`config.mk`:
```
export PLATFORM = sky130hd
export DESIGN_NAME = pcm_slot_window
export DESIGN_NICKNAME = d
export VERILOG_FILES = /design/src/rtl/pcm_win_pkg.sv /design/src/rtl/pcm_frame_counter.sv /design/src/rtl/pcm_cfg_hold.sv /design/src/rtl/pcm_win_gen.sv /design/src/rtl/pcm_slot_window.sv
export SDC_FILE = /design/constraint.sdc
export NUM_CORES = 1
export LEC_CHECK = 0
export BUFFER_PORTS_ARGS = -buffer_cell sky130_fd_sc_hd__buf_2
export CORE_AREA = 2 2 110 85
export CTS_CLUSTER_DIAMETER = 60
export DETAILED_ROUTE_END_ITERATION = 8
export DIE_AREA = 0 0 112 87
export HOLD_SLACK_MARGIN = 0.1
export PLACE_DENSITY_LB_ADDON = 0.2
export SYNTH_ARGS = -nofsm -noshare
export SYNTH_HDL_FRONTEND = slang
export SYNTH_SLANG_ARGS = --single-unit
export TNS_END_PERCENT = 10
```
`constraint.sdc`:
```
create_clock -name clk_i -period 3.33 [get_ports clk_i]
set_clock_uncertainty 0.15 [all_clocks]
set_input_delay 0.4995 -clock clk_i [delete_from_list [all_inputs] [get_ports clk_i]]
set_output_delay 0.4995 -clock clk_i [all_outputs]
set_load 0.05 [all_outputs]
```
`src/rtl/pcm_win_pkg.sv`:
```
package pcm_win_pkg;
  localparam int unsigned NUM_DIR = 2;
  typedef enum logic {DIR_RX = 1'b0, DIR_TX = 1'b1} win_dir_e;
endpackage

```
`src/rtl/pcm_frame_counter.sv`:
```
module pcm_frame_counter #(
  parameter int unsigned CNT_W = 11
) (
  input  logic             clk_i,
  input  logic             rst_ni,
  input  logic             fsync_i,
  output logic [CNT_W-1:0] cnt_o,
  output logic             run_o
);
  localparam logic [CNT_W-1:0] CNT_MAX = '1;

  always_ff @(posedge clk_i or negedge rst_ni) begin
    if (!rst_ni) begin
      cnt_o <= '0;
      run_o <= 1'b0;
    end else if (fsync_i) begin
      cnt_o <= '0;
      run_o <= 1'b1;
    end else if (run_o && cnt_o != CNT_MAX) begin
      cnt_o <= cnt_o + 1'b1;
    end
  end
endmodule

```
`src/rtl/pcm_cfg_hold.sv`:
```
module pcm_cfg_hold #(
  parameter int unsigned POS_W = 9,
  parameter int unsigned WID_W = 8
) (
  input  logic             clk_i,
  input  logic             rst_ni,
  input  logic             fsync_i,
  input  logic [POS_W-1:0] pos_i,
  input  logic [WID_W-1:0] width_i,
  output logic [POS_W-1:0] pos_o,
  output logic [WID_W-1:0] width_o
);
  // shadow copy, updated only on frame boundaries
  always_ff @(posedge clk_i or negedge rst_ni) begin
    if (!rst_ni) begin
      pos_o   <= '0;
      width_o <= '0;
    end else if (fsync_i) begin
      pos_o   <= pos_i;
      width_o <= width_i;
    end
  end
endmodule

```
`src/rtl/pcm_win_gen.sv`:
```
module pcm_win_gen #(
  parameter int unsigned POS_W = 9,
  parameter int unsigned WID_W = 8,
  parameter int unsigned CNT_W = 11
) (
  input  logic             clk_i,
  input  logic             rst_ni,
  input  logic             fsync_i,
  input  logic             run_i,
  input  logic [CNT_W-1:0] cnt_i,
  input  logic [POS_W-1:0] pos_i,
  input  logic [WID_W-1:0] width_i,
  output logic             en_o
);
  logic [CNT_W-1:0] start_c;
  logic [CNT_W-1:0] stop_c;
  logic             en_d;

  assign start_c = CNT_W'(pos_i);
  // first count past the window: pos + width + 1
  assign stop_c  = CNT_W'(pos_i) + CNT_W'(width_i) + CNT_W'(1);

  always_comb begin
    en_d = run_i && !fsync_i && (cnt_i >= start_c) && (cnt_i < stop_c);
  end

  always_ff @(posedge clk_i or negedge rst_ni) begin
    if (!rst_ni) en_o <= 1'b0;
    else         en_o <= en_d;
  end
endmodule

```
`src/rtl/pcm_slot_window.sv`:
```
module pcm_slot_window #(
  parameter int unsigned SLOT_W  = 6,
  parameter int unsigned SHIFT_W = 3,
  parameter int unsigned WID_W   = 8
) (
  input  logic               clk_i,
  input  logic               rst_ni,
  input  logic               fsync_i,
  input  logic [SLOT_W-1:0]  rx_slot_i,
  input  logic [SHIFT_W-2:0] rx_shift_hi_i,
  input  logic               rx_shift_lo_i,
  input  logic [WID_W-1:0]   rx_width_i,
  input  logic [SLOT_W-1:0]  tx_slot_i,
  input  logic [SHIFT_W-2:0] tx_shift_hi_i,
  input  logic               tx_shift_lo_i,
  input  logic [WID_W-1:0]   tx_width_i,
  output logic               rx_en_o,
  output logic               tx_en_o
);
  import pcm_win_pkg::*;

  localparam int unsigned POS_W = SLOT_W + SHIFT_W;
  localparam int unsigned CNT_W = ((POS_W > WID_W) ? POS_W : WID_W) + 2;

  logic [CNT_W-1:0] cnt;
  logic             run;
  logic [POS_W-1:0] pos_in   [NUM_DIR];
  logic [WID_W-1:0] wid_in   [NUM_DIR];
  logic [POS_W-1:0] pos_held [NUM_DIR];
  logic [WID_W-1:0] wid_held [NUM_DIR];
  logic [NUM_DIR-1:0] en;

  assign pos_in[DIR_RX] = {rx_slot_i, rx_shift_hi_i, rx_shift_lo_i};
  assign pos_in[DIR_TX] = {tx_slot_i, tx_shift_hi_i, tx_shift_lo_i};
  assign wid_in[DIR_RX] = rx_width_i;
  assign wid_in[DIR_TX] = tx_width_i;

  pcm_frame_counter #(.CNT_W(CNT_W)) u_cnt (
    .clk_i   (clk_i),
    .rst_ni  (rst_ni),
    .fsync_i (fsync_i),
    .cnt_o   (cnt),
    .run_o   (run)
  );

  for (genvar d = 0; d < NUM_DIR; d++) begin : g_dir
    pcm_cfg_hold #(.POS_W(POS_W), .WID_W(WID_W)) u_hold (
      .clk_i   (clk_i),
      .rst_ni  (rst_ni),
      .fsync_i (fsync_i),
      .pos_i   (pos_in[d]),
      .width_i (wid_in[d]),
      .pos_o   (pos_held[d]),
      .width_o (wid_held[d])
    );

    pcm_win_gen #(.POS_W(POS_W), .WID_W(WID_W), .CNT_W(CNT_W)) u_win (
      .clk_i   (clk_i),
      .rst_ni  (rst_ni),
      .fsync_i (fsync_i),
      .run_i   (run),
      .cnt_i   (cnt),
      .pos_i   (pos_held[d]),
      .width_i (wid_held[d]),
      .en_o    (en[d])
    );
  end

  assign rx_en_o = en[DIR_RX];
  assign tx_en_o = en[DIR_TX];
endmodule

```
-- Word-level counts from Yosys, hierarchy flattened
Cells that the tools add are included.
- register bits after elaboration: 48
- input bits: 37
- output and inout port bits: 2
- word-level logic and storage cells: 28
- $add $sub $neg: 5
- order comparisons: 4
- equal/unequal tests: 1
- mux-type cells: 2
- reductions and logical operators: 8
- operators with widths (cell ; count):
    $add 11x1->11 const B ; 3
    $ge 11x9->1 ; 2
    $lt 11x11->1 ; 2
    $mux 11 ; 2
    $add 9x8->10 ; 2
    $ne 11x11->1 const B ; 1
    $logic_and 1x1->1 ; 6
    $reduce_bool 2->1 ; 1
    $logic_not 1->1 ; 1

-- Longest topological paths before layout
- depth in word-level cells: 4
- mapped depth: 17
- depth with buffers taken out: 17

-- Hierarchy
A second synthesis with hierarchy kept.
- cell total of the unflattened synthesis: 349
- area total of the unflattened synthesis: 3708.6 um^2
- by module, submodules not included (module ; times used ; cells an instance ; area an instance (um^2) ; seq. area each (um^2)):
    pcm_win_gen ; 2 ; 102 ; 810.8 ; 25.0
    pcm_cfg_hold ; 2 ; 36 ; 685.7 ; 425.4
    pcm_frame_counter ; 1 ; 73 ; 715.7 ; 300.3

-- Least setup slack after synthesis
Ideal clock, no wire load.
- path type: register to register
- start point: register g_dir[0].u_hold.pos_o[0]
- end point: register g_dir[0].u_win.en_o
- library setup time: 0.094 ns
- data arrival time: 3.036 ns
- required time: 3.086 ns
- path slack: 0.050 ns
- stages on the path, launching flop included: 17
- buffers on the path: 0
- period minus slack after synthesis: 3.280 ns
- cells stage by stage: dfrtp_1 > ha_1 > inv_1 > fa_1 > nand2b_1 > a21o_1 > a211oi_1 > nand4bb_1 > a21oi_1 > a211oi_2 > xnor2_1 > ha_1 > a21oi_1 > nor2b_1 > o21ai_0 > nand2_1 > a211oi_1
- cells in the longest elaborated chain, start to end: 4
- elaborated cells on any way between the ends: 6
- those cells by class: add/sub (2); order compare (2); reduce/logical (2)
- RTL lines (what ; RTL line ; RTL):
    from (decl) ; pcm_cfg_hold.sv:10 ; output logic [POS_W-1:0] pos_o,
    from (signal assigned) ; pcm_cfg_hold.sv:19 ; pos_o <= pos_i;
    $add 9x8->10 ; pcm_win_gen.sv:21 ; assign stop_c = CNT_W'(pos_i) + CNT_W'(width_i) + CNT_W'(1);
    $add 11x1->11 ; pcm_win_gen.sv:21 ;
    $lt 11x11->1 ; pcm_win_gen.sv:24 ; en_d = run_i && !fsync_i && (cnt_i >= start_c) && (cnt_i < stop_c);
    $logic_and 1x1->1 * ; pcm_win_gen.sv:24 ;
    via g_dir[0].u_win.en_d ; pcm_win_gen.sv:17 ; logic en_d;
    to (signal assigned) ; pcm_win_gen.sv:29 ; else en_o <= en_d;
    to (decl) ; pcm_win_gen.sv:13 ; output logic en_o
Mark *: on every way through the listed nets, which the timed path passes. The rest lies on a longest branch.
A chain may end at the register's enable or synchronous reset.

-- Worst setup path in the final report
Ends and elaborated chain as after synthesis.

==> results.yml <==
sta:
  relSlewSlack: 0.2768
  setup_violations: 0
  finalHoldViolCount: 0
  worstMarginPinSlew_ns: 1.085
  drv_slew: 0
  max_freq_ghz: 0.3041
  fin_ws_ns: 0.04181
  whs_ns: 0.2574
  min_period_ns: 3.288
  period_share: 0.9874
  rsz0062_at_grt: "true"
pwr:
  p_leak_nw: 2.145
  p_total_mw: 2.079
  power_switching_mw: 0.6486
  power_density_mw_per_mm2: 463.1
  power_frac_comb: 0.373
  ir_drop_mv: 0.2139
  clkPwrFrac: 0.311
  seq_power_share: 0.316
  p_sw_frac: 0.3120
  intPower_mw: 1.430
critical_path:
  critPathLaunchType: "register"
  critical_path_class: "register to register"
  cp.arrival_ns: 3.34
  critPathCaptureType: "register"
  crit_path_max_fanout: 3
  reg2reg_slack_ns: 0.04
  worst_ep_required_time_ns: 3.38
clock_network:
  clk_pin_slew_ns: 0.07
  cts-root-buf: "clkbuf_16"
  cts_tree: "done"
  hold_buffers: 0
  cts_sinks: 48
  clk_latency_ns: 0.29
  numCtsBuffers: 5
  htree_levels: 2
  cts.path.max_buffers: 2
synth:
  synth_warnings: 0
  synth_flop_cell: "dfrtp_1"
  synth_top_family_by_area: "adder cells"
  syn-cell-area_mm2: 0.003804
  synthCells: 417
  synth_mux_area_frac: 0.05000
  synth-xor-area-share: 0.07368
  synth_simple_gate_area_frac: 0.1589
  synth_cell_types: 47
  ys_seq_area_frac: 0.3158
  synth_fa_ha_area_frac: 0.1980
  synth-edff-count: 0
  ys_ff_latch: 48
  synth_compound_gate_area_share: 0.1602
  syn_area_per_cell_um2: 9.121
  async_flop_share: 1.000
drt:
  drt-total-wl_mm: 7.815
  first_pass_iters: 4
  drt.antenna.violating_nets: 0
  drcViolationCount: 0
  num_vias: 3024
  vias_per_cell: 5.169
  wl_per_cell_um: 13.36
  drt_iter0_markers: 105
die:
  die_area_mm2: 0.009744
  die_w_um: 112
  rows: 30
  pin_count: 39
  initial_core_util: 0.4330
  die_h_um: 87
  core_region_area_mm2: 0.008783
grt:
  grt_max_degree: 49
  grt_pass1_vias: 2969
  track_usage: 0.1749
  overflow: 0
  grt_pass1_wl_mm: 14.10
  antenna_found_initial: 0
min_path:
  hold_class: "input pin to asynchronous set/reset pin"
cells_and_area:
  syn_to_final_growth_pct: 18.03
  fin_area_mm2: 0.004489
  num-nets-final: 569
  final_core_util: 0.5111
  drive_above_1_share: 0.2114
  diodes: 0
  final_common_cell: "ha_1"
  mostFrequentLayoutCells: "54 x ha_1, 48 x dfrtp_1, 38 x buf_2"
  nFillCells: 861
place:
  gp_congestion: 0.7896
  hpwl_mm: 5.919
  port_buffers: 38
  place_ws_ns: -0.1717
  placed_area_mm2: 0.004228
outcome:
  status: "finished, final reports clean"
job:
  maxCapViolations: 0
[flip-flops by register name, summed over array words and instances, names as in the netlist]
| signal | cells |
|---|---|
| g_dir.u_hold.width_o | 16 |
| g_dir.u_hold.pos_o | 18 |
| u_cnt.run_o | 1 |
| u_cnt.cnt_o | 11 |
| g_dir.u_win.en_o | 2 |
[logic make-up after synthesis]
logic type	Yosys count
other cells	1
simple gates	117
flops	48
xor+xnor	32
compound gates	100
mux	17
buf+inv	43
fa+ha+maj	59
[critical path, stage by stage, from the launching register on]
cell	delay, ns
dfrtp_1	0.35
ha_2	0.18
inv_1	0.05
fa_2	0.52
inv_1	0.05
ha_2	0.19
and3_1	0.16
a32o_1	0.24
nand4bb_1	0.14
a21oi_1	0.07
a211oi_2	0.17
xnor2_1	0.14
ha_1	0.27
a21oi_2	0.12
nor2b_1	0.06
o21ai_1	0.12
nand2_1	0.08
a211oi_2	0.15
[area by class of cell]
| class | count | area, um^2 | share of cell area |
|---|---|---|---|
| Clock buffer | 5 | 125.1 | 0.02787 |
| Clock inverter | 2 | 60.06 | 0.01338 |
| Inverter | 35 | 131.4 | 0.02926 |
| Multi-Input combinational cell | 327 | 2506 | 0.5582 |
| Sequential cell | 48 | 1201 | 0.2676 |
| Tap cell | 112 | 140.1 | 0.03122 |
| Timing Repair Buffer | 56 | 325.3 | 0.07246 |
[power groups by stage]
stage | Sequential [mW] | Clock (mW) | Combinational [mW]
finish | 0.657 | 0.647 | 0.775
floorplan | 0.660 | 0 | 0.536
detailed placement | 0.668 | 0 | 0.742
global route | 0.664 | 0.691 | 0.887
CTS | 0.657 | 0.668 | 0.765
global placement | 0.667 | 0 | 0.720
[cell usage after synthesis (5+ instances only)]
cell,instances,area share
nor3b_1,5,0.0099
nor2b_1,7,0.012
xor2_1,13,0.030
xnor2_1,19,0.044
ha_1,57,0.19
o21ai_0,40,0.053
and3_1,7,0.012
clkbuf_1,8,0.0079
nand4_1,5,0.0082
nand2b_1,8,0.013
a21oi_1,24,0.032
nand2_1,30,0.030
o21a_1,6,0.012
inv_1,35,0.035
nor2_1,20,0.020
dfrtp_1,48,0.32
nor3_1,11,0.014
nand3_1,11,0.014
a21o_1,5,0.0099
mux2_2,16,0.047
[per-layer routing]
metal  track usage  vias to the layer above  wire length (um)
li1              -                     1591                 -
met1        0.2616                     1397              4306
met2        0.2694                       34              3253
met3       0.02923                        2               223
met4       0.03326                        0                32
met5             0                        -                 0
[what timing repair did]
item / in CTS / in global routing
buffers inserted: 1 / 1
resized for setup: 9 / 9
pin swaps: 5 / 4
endpoints found under the setup margin: 1 / 2
[per-stage QoR]
step	instances	TNS, ns
floorplan	418	0
global placement	576	-0.04565
detailed placement	576	-0.1717
CTS	584	0
global route	585	-0.1987
finish	585	0
[worst paths after layout]
path	start	end	depth (start not counted)
min in group clk_i	tx_slot_i[2]	g_dir[1].u_hold.pos_o[5]	3
min	rst_ni	g_dir[1].u_hold.pos_o[6]	1
min reg2reg	g_dir[1].u_hold.width_o[4]	g_dir[1].u_hold.width_o[4]	1
max in group asynchronous	rst_ni	g_dir[0].u_hold.pos_o[4]	1
max reg2reg	g_dir[0].u_hold.pos_o[0]	g_dir[0].u_win.en_o	17
max	g_dir[0].u_hold.pos_o[0]	g_dir[0].u_win.en_o	17
Note: power is estimated with default switching activity, not from simulation.
